<file path="config.mk">
export PLATFORM = sky130hd
export DESIGN_NAME = periph_route
export DESIGN_NICKNAME = d
export VERILOG_FILES = /design/src/rtl/periph_route_pkg.sv /design/src/rtl/route_map_fsm.sv /design/src/rtl/addr_window.sv /design/src/rtl/irq_steer.sv /design/src/rtl/periph_route.sv
export SDC_FILE = /design/constraint.sdc
export NUM_CORES = 1
export LEC_CHECK = 0
export BUFFER_PORTS_ARGS = -buffer_cell sky130_fd_sc_hd__buf_2
export CORE_ASPECT_RATIO = 1.1
export CORE_MARGIN = 3
export CORE_UTILIZATION = 54
export DETAILED_ROUTE_END_ITERATION = 8
export HOLD_SLACK_MARGIN = 0.08
export PLACE_DENSITY = 0.84
export SLEW_MARGIN = 20
export SYNTH_ARGS = -nofsm -noshare
export SYNTH_HDL_FRONTEND = slang
export SYNTH_SLANG_ARGS = --single-unit
</file>
<file path="constraint.sdc">
create_clock -name clk -period 3.45 [get_ports clk]
set_input_delay 0.69 -clock clk [delete_from_list [all_inputs] [get_ports clk]]
set_output_delay 0.69 -clock clk [all_outputs]
set_load 0.01 [all_outputs]
</file>
<file path="src/rtl/periph_route_pkg.sv">
package periph_route_pkg;

    localparam int REG_W    = 8;
    localparam int NUM_IRQ  = 4;   // devices that can raise interrupts
    localparam int NUM_LINE = 4;   // system interrupt lines
    localparam int NUM_SEL  = 5;   // decoded windows

    // device indices on dev_irq_req / sel_out
    localparam logic [2:0] DEV_RTC  = 3'd0;
    localparam logic [2:0] DEV_U1   = 3'd1;
    localparam logic [2:0] DEV_U2   = 3'd2;
    localparam logic [2:0] DEV_LPT  = 3'd3;
    localparam logic [2:0] DEV_NONE = 3'd4;

    typedef enum logic {
        ST_RUN = 1'b0,
        ST_CFG = 1'b1
    } route_state_e;

    typedef struct packed {
        logic [REG_W-1:0] enable;
        logic [REG_W-1:0] rtc_base;
        logic [REG_W-1:0] u1_base;
        logic [REG_W-1:0] u2_base;
        logic [REG_W-1:0] lpt_base;
        logic [REG_W-1:0] game_base;
        logic [REG_W-1:0] irq_sel;
    } route_map_t;

    // Device named by a 2-bit field of the interrupt select byte.
    // line 0 = IRQ3, 1 = IRQ4, 2 = IRQ5, 3 = IRQ7
    function automatic logic [2:0] field_device(input int line, input logic [1:0] code);
        logic [2:0] dev;
        unique case (code)
            2'b00: dev = DEV_NONE;
            2'b01: dev = DEV_RTC;
            2'b10: dev = (line <= 2) ? DEV_U1 : DEV_U2;
            default: dev = (line <= 1) ? DEV_U2 : DEV_LPT;
        endcase
        return dev;
    endfunction

endpackage

</file>
<file path="src/rtl/route_map_fsm.sv">
module route_map_fsm
    import periph_route_pkg::*;
#(
    parameter route_map_t RESET_MAP = '0
) (
    input  logic       clk,
    input  logic       rst_n,
    input  logic       cfg_active,
    input  route_map_t cfg_in,
    output route_map_t map_q,
    output logic       decode_on
);

    route_state_e state_q;
    route_state_e state_d;
    logic         load_map;

    // next-state logic
    always_comb begin
        state_d = state_q;
        unique case (state_q)
            ST_RUN: if (cfg_active)  state_d = ST_CFG;   // RUN -> CFG
            ST_CFG: if (!cfg_active) state_d = ST_RUN;   // CFG -> RUN (commit)
            default: state_d = ST_RUN;
        endcase
    end

    // state register
    always_ff @(posedge clk) begin
        if (!rst_n) state_q <= ST_RUN;
        else        state_q <= state_d;
    end

    // outputs of the machine
    always_comb begin
        load_map  = (state_q == ST_CFG) && !cfg_active;
        decode_on = (state_q == ST_RUN) && !cfg_active;
    end

    // active map: reset defaults, or atomic copy on configuration exit
    always_ff @(posedge clk) begin
        if (!rst_n)        map_q <= RESET_MAP;
        else if (load_map) map_q <= cfg_in;
    end

    // the map only moves on the commit edge
    p_map_hold_r8: assert property (@(posedge clk) disable iff (!rst_n)
        (state_q == ST_RUN) |=> $stable(map_q));

    // all fields copied together on exit
    p_map_commit_r8: assert property (@(posedge clk) disable iff (!rst_n)
        (state_q == ST_CFG && !cfg_active) |=> (map_q == $past(cfg_in)));

    // no decoding while the machine sits in CFG
    p_cfg_blocks_r7: assert property (@(posedge clk) disable iff (!rst_n)
        (state_q == ST_CFG) |-> !decode_on);

endmodule

</file>
<file path="src/rtl/addr_window.sv">
module addr_window #(
    parameter int ADDR_W    = 10,
    parameter int REG_W     = 8,
    parameter int SPAN_LOG2 = 3
) (
    input  logic [ADDR_W-1:0] addr,
    input  logic [REG_W-1:0]  base_reg,
    input  logic              enable,
    output logic              hit
);

    localparam int SHIFT_W = REG_W + 2;

    logic [SHIFT_W-1:0] base_shifted;
    logic [ADDR_W-1:0]  base_full;
    logic [ADDR_W-1:0]  addr_blk;
    logic [ADDR_W-1:0]  base_blk;

    always_comb begin
        base_shifted = {base_reg, 2'b00};
        base_full    = ADDR_W'(base_shifted);
        addr_blk     = addr >> SPAN_LOG2;
        base_blk     = base_full >> SPAN_LOG2;
        hit          = enable && (addr_blk == base_blk);
    end

endmodule

</file>
<file path="src/rtl/irq_steer.sv">
module irq_steer
    import periph_route_pkg::*;
(
    input  logic                clk,
    input  logic                rst_n,
    input  logic [REG_W-1:0]    irq_sel,
    input  logic [NUM_IRQ-1:0]  dev_en,
    input  logic [NUM_IRQ-1:0]  dev_req,
    output logic [NUM_LINE-1:0] irq_line
);

    logic [2:0]          dev_of   [NUM_LINE];
    logic [NUM_LINE-1:0] owner_ok;

    // field decode, one per line; line L uses bits [7-2L : 6-2L]
    for (genvar gl = 0; gl < NUM_LINE; gl++) begin : g_field
        always_comb dev_of[gl] = field_device(gl, irq_sel[REG_W-1-2*gl -: 2]);
    end

    // a field keeps its device only if no later field names it again
    always_comb begin
        for (int l = 0; l < NUM_LINE; l++) begin
            owner_ok[l] = (dev_of[l] != DEV_NONE);
            for (int j = l + 1; j < NUM_LINE; j++) begin
                if (dev_of[j] == dev_of[l]) owner_ok[l] = 1'b0;
            end
        end
    end

    always_comb begin
        for (int l = 0; l < NUM_LINE; l++) begin
            irq_line[l] = 1'b0;
            for (int d = 0; d < NUM_IRQ; d++) begin
                if (owner_ok[l] && dev_of[l] == 3'(d))
                    irq_line[l] = dev_en[d] && dev_req[d];
            end
        end
    end

    // each device drives at most one line
    for (genvar gd = 0; gd < NUM_IRQ; gd++) begin : g_chk
        logic [NUM_LINE-1:0] drives;
        always_comb begin
            for (int l = 0; l < NUM_LINE; l++)
                drives[l] = irq_line[l] && owner_ok[l] && (dev_of[l] == 3'(gd));
        end
        p_single_line_r6: assert property (@(posedge clk) disable iff (!rst_n)
            $onehot0(drives));
    end

    // an unassigned line stays low
    p_unassigned_low_r5: assert property (@(posedge clk) disable iff (!rst_n)
        (irq_sel[1:0] == 2'b00) |-> !irq_line[3]);

    // a line carries nothing from a disabled UART1 when it names UART1
    p_disabled_quiet_r3: assert property (@(posedge clk) disable iff (!rst_n)
        (!dev_en[1] && irq_sel[7:6] == 2'b10) |-> !irq_line[0]);

endmodule

</file>
<file path="src/rtl/periph_route.sv">
module periph_route
    import periph_route_pkg::*;
#(
    parameter logic [7:0] RST_ENABLE    = 8'h00,
    parameter logic [7:0] RST_RTC_BASE  = 8'hB0,
    parameter logic [7:0] RST_U1_BASE   = 8'hFE,
    parameter logic [7:0] RST_U2_BASE   = 8'hBE,
    parameter logic [7:0] RST_LPT_BASE  = 8'h9E,
    parameter logic [7:0] RST_GAME_BASE = 8'h80,
    parameter logic [7:0] RST_IRQ_SEL   = 8'hEC,
    parameter int         RTC_SPAN_LOG2  = 1,
    parameter int         UART_SPAN_LOG2 = 3,
    parameter int         LPT_SPAN_LOG2  = 2,
    parameter int         GAME_SPAN_LOG2 = 0
) (
    input  logic         clk,
    input  logic         rst_n,
    input  logic         cfg_active,
    input  logic [7:0]   cfg_enable,
    input  logic [7:0]   cfg_rtc_base,
    input  logic [7:0]   cfg_uart1_base,
    input  logic [7:0]   cfg_uart2_base,
    input  logic [7:0]   cfg_lpt_base,
    input  logic [7:0]   cfg_game_base,
    input  logic [7:0]   cfg_irq_sel,
    input  logic [9:0]   io_addr,
    input  logic [3:0]   dev_irq_req,
    output logic [4:0]   sel_out,
    output logic [3:0]   irq_line
);

    localparam int ADDR_W = REG_W + 2;
    localparam route_map_t RESET_MAP = '{
        enable:    RST_ENABLE,
        rtc_base:  RST_RTC_BASE,
        u1_base:   RST_U1_BASE,
        u2_base:   RST_U2_BASE,
        lpt_base:  RST_LPT_BASE,
        game_base: RST_GAME_BASE,
        irq_sel:   RST_IRQ_SEL
    };
    localparam int SPAN_LOG2 [NUM_SEL] = '{RTC_SPAN_LOG2, UART_SPAN_LOG2,
                                           UART_SPAN_LOG2, LPT_SPAN_LOG2,
                                           GAME_SPAN_LOG2};

    route_map_t           cfg_live;
    route_map_t           map_q;
    logic                 decode_on;
    logic [NUM_SEL-1:0]   win_en;
    logic [REG_W-1:0]     win_base [NUM_SEL];
    logic [NUM_SEL-1:0]   win_hit;

    always_comb begin
        cfg_live = '{
            enable:    cfg_enable,
            rtc_base:  cfg_rtc_base,
            u1_base:   cfg_uart1_base,
            u2_base:   cfg_uart2_base,
            lpt_base:  cfg_lpt_base,
            game_base: cfg_game_base,
            irq_sel:   cfg_irq_sel
        };
    end

    route_map_fsm #(
        .RESET_MAP (RESET_MAP)
    ) u_fsm (
        .clk        (clk),
        .rst_n      (rst_n),
        .cfg_active (cfg_active),
        .cfg_in     (cfg_live),
        .map_q      (map_q),
        .decode_on  (decode_on)
    );

    // window bases and enables, indexed like sel_out
    always_comb begin
        win_base[0] = map_q.rtc_base;
        win_base[1] = map_q.u1_base;
        win_base[2] = map_q.u2_base;
        win_base[3] = map_q.lpt_base;
        win_base[4] = map_q.game_base;
        win_en[0]   = 1'b1;               // RTC always mapped
        win_en[1]   = map_q.enable[1];
        win_en[2]   = map_q.enable[2];
        win_en[3]   = map_q.enable[3];
        win_en[4]   = map_q.enable[0];
    end

    for (genvar gw = 0; gw < NUM_SEL; gw++) begin : g_win
        addr_window #(
            .ADDR_W    (ADDR_W),
            .REG_W     (REG_W),
            .SPAN_LOG2 (SPAN_LOG2[gw])
        ) u_win (
            .addr     (io_addr),
            .base_reg (win_base[gw]),
            .enable   (win_en[gw]),
            .hit      (win_hit[gw])
        );
    end

    always_comb sel_out = decode_on ? win_hit : '0;

    irq_steer u_irq (
        .clk      (clk),
        .rst_n    (rst_n),
        .irq_sel  (map_q.irq_sel),
        .dev_en   (win_en[NUM_IRQ-1:0]),
        .dev_req  (dev_irq_req),
        .irq_line (irq_line)
    );

    // configuration mode silences every select
    p_cfg_quiet_r7: assert property (@(posedge clk) disable iff (!rst_n)
        cfg_active |-> (sel_out == '0));

    // a disabled UART1 never gets selected
    p_u1_gated_r3: assert property (@(posedge clk) disable iff (!rst_n)
        !map_q.enable[1] |-> !sel_out[1]);

    // no two windows selected together under the default map
    p_one_select_r2: assert property (@(posedge clk) disable iff (!rst_n)
        (map_q == RESET_MAP) |-> $onehot0(sel_out));

endmodule

</file>
==> results.ini, run 1 <==
[run_status]
status=completed

[routing]
drc=0
drt-total-wl_um=5790
firstDrtPassIters=4
wire_per_inst_um=13.2
via_per_inst=5.16
initialDrtViolationCount=154
vias=2264
antenna_left=0

[yosys]
synthesis.nets=397
synth_simple_gate_area_share_pct=30.0
synth-adder-area-share_pct=0
synth-seq-cells=51
synth_seq_area_share_pct=40.8
synth_cell_type_count=31
avgSynthCellArea_um2=7.72
yosys.area.top_type_share_pct=40.8
synth.area.top_cells=dfxtp_1 (41%), nand2_1 (16%), xnor2_1 (7.4%), a21boi_1 (6.9%), nand3_1 (6.4%)
synth-xor-area-share_pct=13.0
yosysTopAreaCell=dfxtp_1
synth_warnings=0
synth_mux_area_share_pct=0
synthCells=324
synth-compound-area-share_pct=11.0
synth_top_family_by_area=simple AND/OR/NAND/NOR gates
synth_area_um2=2500

[min_path]
hold_path_class=flop to flop

[floorplanning]
die-area_um2=5490
die_h_um=77.4
start_util_pct=57.1
io_pins=82
die_x_um=70.9
core-area_um2=4380
rows=25

[clock_tree]
cts_tree=built
cts-resized-gates=0
numCtsBuffers=5
clk_pin_slew_ns=0.09
clk_latency_ns=0.29
cts.sinks=51
cts_setup_buffers=0
root_buffer=clkbuf_8
hold_buffers=0
clk_path_buf_depth=2
htreeDepth=2

[global_route]
grt-ovfl-total=0
grt_pass1_vias=2191
grt_usage_pct=21.2
grt_pass1_wl_um=9480
grt_max_degree=52
antenna_found_initial=0

[power_and_ir_drop]
power_density_nw_per_um2=395
power.total_mw=1.17
ir_drop_mv=0.276
power_leakage_nw=1.31

[finish]
post-route-cell-area_um2=2960
mostFrequentLayoutCells=nand2_1 (105), buf_2 (75), dfxtp_1 (51)
drive_gt1_share_pct=22.9
insertedDiodeCount=0
final_common_cell=nand2_1
area_delta_synth_final_pct=18.3
final_core_util_pct=67.5
fin_nets=457
fillers=388

[place]
port-buffer-count=75
gp_congestion=0.936
dp_hpwl_um=4300
placed_area_um2=2860

[worst_setup_path]
cp_max_fo=6
endpoint_kind=output pin
worst_ep_arrival_time_ns=1.81
criticalPathCategory=input pin to output pin
cp.required_ns=2.76
startpoint_type=input pin

[sta]
skew_ns=0.00468
slew_violations=0
fmax_ghz=0.399
grt_setup_unrepaired=false
relSlewSlack_pct=46.1
fin_crit_sh_pct=72.6
fin_crit_ns=2.50
fin_tns_setup_ns=0
setup_viol=0
tightest_slew_ns=0.808
hold_viol=0

[job]
drv_cap=0

==> cell type report <==
type | count | area [um^2] | share of cell area (%)
multi-input cells | 243 | 1360 | 45.9
flip-flops and latches | 51 | 1020 | 34.5
repair buffers | 77 | 390 | 13.2
clock buffers | 8 | 100 | 3.38
well taps | 54 | 67.6 | 2.28
inverters | 6 | 22.5 | 0.761
==> final timing paths <==
kind	start	to	slack, ns	cells after the start
worst max-delay path	io_addr[4]	sel_out[0]	0.95	6
worst min-delay path	u_fsm.map_q[10]$_SDFFE_PN0P_	u_fsm.map_q[10]$_SDFFE_PN0P_	0.46	2
worst max register to register	u_fsm.state_q$_SDFF_PN0_	u_fsm.map_q[29]$_SDFFE_PN1P_	1.80	4
worst min register to register	u_fsm.map_q[10]$_SDFFE_PN0P_	u_fsm.map_q[10]$_SDFFE_PN0P_	0.46	2
==> layer usage <==
metal	part of all wire (%)	GRT usage (%)	vias to the layer above
met2	51	37.2	65
met3	5.9	4.15	7
met1	42	26.5	1008
met4	0.93	5.26	0
li1	-	-	1184
met5	0	0	-
==> Yosys cell counts <==
library cell	count
nand2_1	105
dfxtp_1	51
nand3_1	32
a21boi_1	23
xnor2_1	21
xor2_1	16
buf_2	15
clkbuf_1	9
inv_1	5
nand2b_1	5
a21oi_1	4
nand4_1	4
nor3_1	4
nor4_1	4
nor2_1	3
o21ai_0	3
and2_1	2
nor4_2	2
o211ai_1	2
o22ai_1	2
or2b_1	2
a221oi_1	1
a222oi_1	1
a31oi_1	1
a32o_1	1
and4_1	1
inv_2	1
nor2b_1	1
nor4b_1	1
o21ai_1	1
or3_1	1
==> stage by stage <==
step | worst slack (ns) | hold WS (ns) | std cells
after floorplan | 1.18 | 0.430 | 324
after global placement | 0.976 | 0.443 | 431
after detailed placement | 0.957 | 0.451 | 431
after CTS | 0.958 | 0.464 | 439
after global routing | 0.856 | 0.480 | 439
final | 0.947 | 0.462 | 439
==> cells by family after synthesis <==
group                     Yosys count
DFF                                51
buffers and inverters              30
AOI/OAI and AO/OA                  39
and+or+nand+nor                   167
xor gates and xnor gates           37
==> power breakdown <==
group	total, mW	internal, mW	switching [mW]
Clock	0.368	0.183	0.185
Sequential	0.636	0.614	0.0214
Combinational	0.164	0.0804	0.0837
Total	1.17	0.878	0.290
==> worst max-delay path, stage by stage <==
cell and delay, ns:
buf_2 0.16, xor2_1 0.16, nor4_1 0.28, nand3_1 0.15, nor4_2 0.19, buf_2 0.18
==> flip-flops by register name, indices dropped and copies added (netlist names) <==
name and cells:
u_fsm.map_q 50, u_fsm.state_q 1
Note: power is estimated with default switching activity, not from simulation.
==> run 2, diff against run 1 <==
- ABC_AREA: not set -> 1
- CORE_UTILIZATION: 54 -> 46
- PLACE_DENSITY: 0.84 -> 0.76
- clock period: 3.45 -> 2.2 ns (I/O delays scaled with it)
==> run 2 against run 1 <==
Clock skew increased by 0.0011 ns. Clock-buffer cell count decreased by 3. Combinational power increased by 80%. Flip-flop and latch count unchanged. Critical endpoint unchanged.
==> results.ini, run 2 <==
[run_status]
status=completed

[clock_tree]
clk_path_buf_depth=2  ; unchanged
cts_tree=built
htreeDepth=2  ; unchanged
cts_setup_buffers=0  ; unchanged
hold_buffers=0  ; unchanged
clk_latency_ns=0.30  ; about the same
cts-resized-gates=0  ; unchanged
root_buffer=clkbuf_8
numCtsBuffers=5  ; unchanged
cts.sinks=51  ; unchanged
clk_pin_slew_ns=0.09  ; about the same

[min_path]
hold_path_class=input pin to flop

[yosys]
synth_seq_area_share_pct=38.7  ; -2.2 points
synth-seq-cells=51  ; unchanged
synthesis.nets=463  ; +17%
yosys.area.top_type_share_pct=38.7  ; -2.2 points
synth_commonest_cells=nand2_1 (114), nor2_1 (59), dfxtp_1 (51)
ys_async_sr_fraction_pct=0  ; unchanged
synth-xor-area-share_pct=7.96  ; -5.0 points
synth_simple_gate_area_share_pct=31.9  ; +1.9 points
synth_edf_count=0  ; unchanged
synth_warnings=0  ; unchanged
avgSynthCellArea_um2=6.77  ; -12%
dominantRegCellSynth=dfxtp_1
synth_mux_area_share_pct=0  ; unchanged
synth_cell_type_count=23  ; -26%
synth-adder-area-share_pct=0  ; unchanged
synth-compound-area-share_pct=12.0  ; +1.0 points
yosysMostFrequentCell=nand2_1
synth.area.top_cells=dfxtp_1 (39%), nand2_1 (16%), nor2_1 (8.4%), nand3_1 (5.9%), o21ai_0 (5.3%)
synth_top_family_by_area=simple AND/OR/NAND/NOR gates
synth_area_um2=2640  ; +5.6%
synthCells=390  ; +20%
yosysTopAreaCell=dfxtp_1

[sta]
tightest_slew_ns=0.469  ; -0.339 ns
skew_ns=0.00581  ; +0.00113 ns
slew_violations=0  ; unchanged
fmax_ghz=0.524
grt_setup_unrepaired=false
fin_tns_setup_ns=0  ; unchanged
fin_crit_sh_pct=86.8
setup_viol=0  ; unchanged
fin_crit_ns=1.91
fin_ws_ns=0.290  ; -0.657 ns
hold_slack_ns=0.339  ; -0.123 ns
relSlewSlack_pct=68.7  ; +23 points
hold_viol=0  ; unchanged

[worst_setup_path]
cp.required_ns=1.76  ; -1.00 ns
endpoint_kind=output pin
criticalPathCategory=flop to output pin
startpoint_type=flop
slowest_stage=dfxtp_1
slowest_delay_ns=0.33  ; +0.05 ns
path_common_cell=nor2_1
crit_chain=nor2_1, nand2_1, nor2_1, nand3_1, nor2_1, buf_2
worst_ep_arrival_time_ns=1.47  ; -0.34 ns
cp_max_fo=4  ; -2

[floorplanning]
rows=28  ; +12%
die_x_um=78.3  ; +10%
io_pins=82  ; unchanged
core-area_um2=5470  ; +25%
start_util_pct=48.3  ; -8.8 points
die_h_um=85.5  ; +10%
die-area_um2=6690  ; +22%

[finish]
largest_reg_flops=50  ; unchanged
reg_top3=u_fsm.map_q (50), u_fsm.state_q (1)
mostFrequentLayoutCells=nand2_1 (114), buf_2 (75), nor2_1 (59)
final_core_util_pct=56.8  ; -11 points
fin_nets=530  ; +16%
fin_cells=533  ; +21%
fillers=573  ; +48%
insertedDiodeCount=0  ; unchanged
largest-register=u_fsm.map_q
post-route-cell-area_um2=3110  ; +5.0%
area_delta_synth_final_pct=17.6
drive_gt1_share_pct=21.4  ; -1.5 points
final_common_cell=nand2_1

[place]
dp_hpwl_um=4770  ; +11%
place_inst=525  ; +22%
gp_congestion=0.808  ; -14%
port-buffer-count=75  ; unchanged
dpl_worst_slack_ns=0.379  ; -0.578 ns
placed_area_um2=3020  ; +5.7%

[global_route]
grt_pass1_wl_um=10600  ; +11%
antenna_found_initial=0  ; unchanged
grt_max_degree=49  ; -5.8%
grt_pass1_vias=2376  ; +8.4%
grt-ovfl-total=0  ; unchanged
grt_usage_pct=19.6  ; -1.6 points

[routing]
antenna_left=0  ; unchanged
vias=2559  ; +13%
via_per_inst=4.80  ; -6.9%
drt-total-wl_um=6380  ; +10%
wire_per_inst_um=12.0  ; -9.3%
drc=0  ; unchanged
initialDrtViolationCount=120  ; -22%
firstDrtPassIters=5  ; +1

[power_and_ir_drop]
ir_drop_mv=0.366  ; +33%
power.total_mw=1.83  ; +57%
power_leakage_nw=1.57  ; +19%
power_density_nw_per_um2=589  ; +49%

[job]
drv_cap=0  ; unchanged

## run 2: cell types whose count changed after synthesis, sizes merged, moves of 6 or more
cell,change
a21boi,-22
nor4,-6
o21ai,+31
o211ai,+6
inv,+25
xnor2,-11
nor2,+57
nand2,+9
a21oi,+6
## run 2: routing by layer
layer  track usage [%]  up-vias  part of all wire [%]
li1                  -     1356                     -
met1              25.1     1116                    45
met2              32.6       75                    47
met3              4.35       12                   6.0
met4              6.68        0                   1.9
met5                 0        -                     0
## run 2: worst max-delay path, delay by kind of cell (launching register included)
kind	cells	cell delay [ns]
buffers and inverters	1	0.15
and+or+nand+nor	5	0.69
DFF	1	0.33
## run 2: where the power goes
part	leakage (nW)	internal [mW]	switching (mW)	total [mW]
logic	1.10	0.131	0.164	0.295
clock network	0.0477	0.219	0.308	0.527
registers	0.419	0.972	0.0369	1.01
total	1.57	1.32	0.509	1.83
## run 2: path summary, 6_finish.rpt
path / from / endpoint / slack [ns] / depth (start not counted)
worst min register to register: u_fsm.map_q[13]$_SDFFE_PN0P_ / u_fsm.map_q[13]$_SDFFE_PN0P_ / 0.48 / 2
worst max-delay path: u_fsm.state_q$_SDFF_PN0_ / sel_out[0] / 0.29 / 6
worst max register to register: u_fsm.state_q$_SDFF_PN0_ / u_fsm.map_q[9]$_SDFFE_PN0P_ / 0.88 / 6
worst min-delay path: cfg_uart2_base[3] / u_fsm.map_q[27]$_SDFFE_PN1P_ / 0.34 / 3
## run 2: layout make-up
type                       count  area, um^2  area share (%)
clock buffer                   5        68.8            2.22
clock inverter                 3        15.0           0.483
inverter                      31         116            3.75
multi-input combinational    287        1370            44.1
sequential                    51        1020            32.9
tap                           75        93.8            3.02
timing repair buffer          81         420            13.5
## run 2: cells by family (layout without fill, tap and decap cells)
family / Yosys count / after routing
AND/OR/NAND/NOR: 209 / 209
XOR/XNOR: 24 / 24
flip-flops: 51 / 51
buffers and inverters: 52 / 120
AO/OA/AOI/OAI: 54 / 54
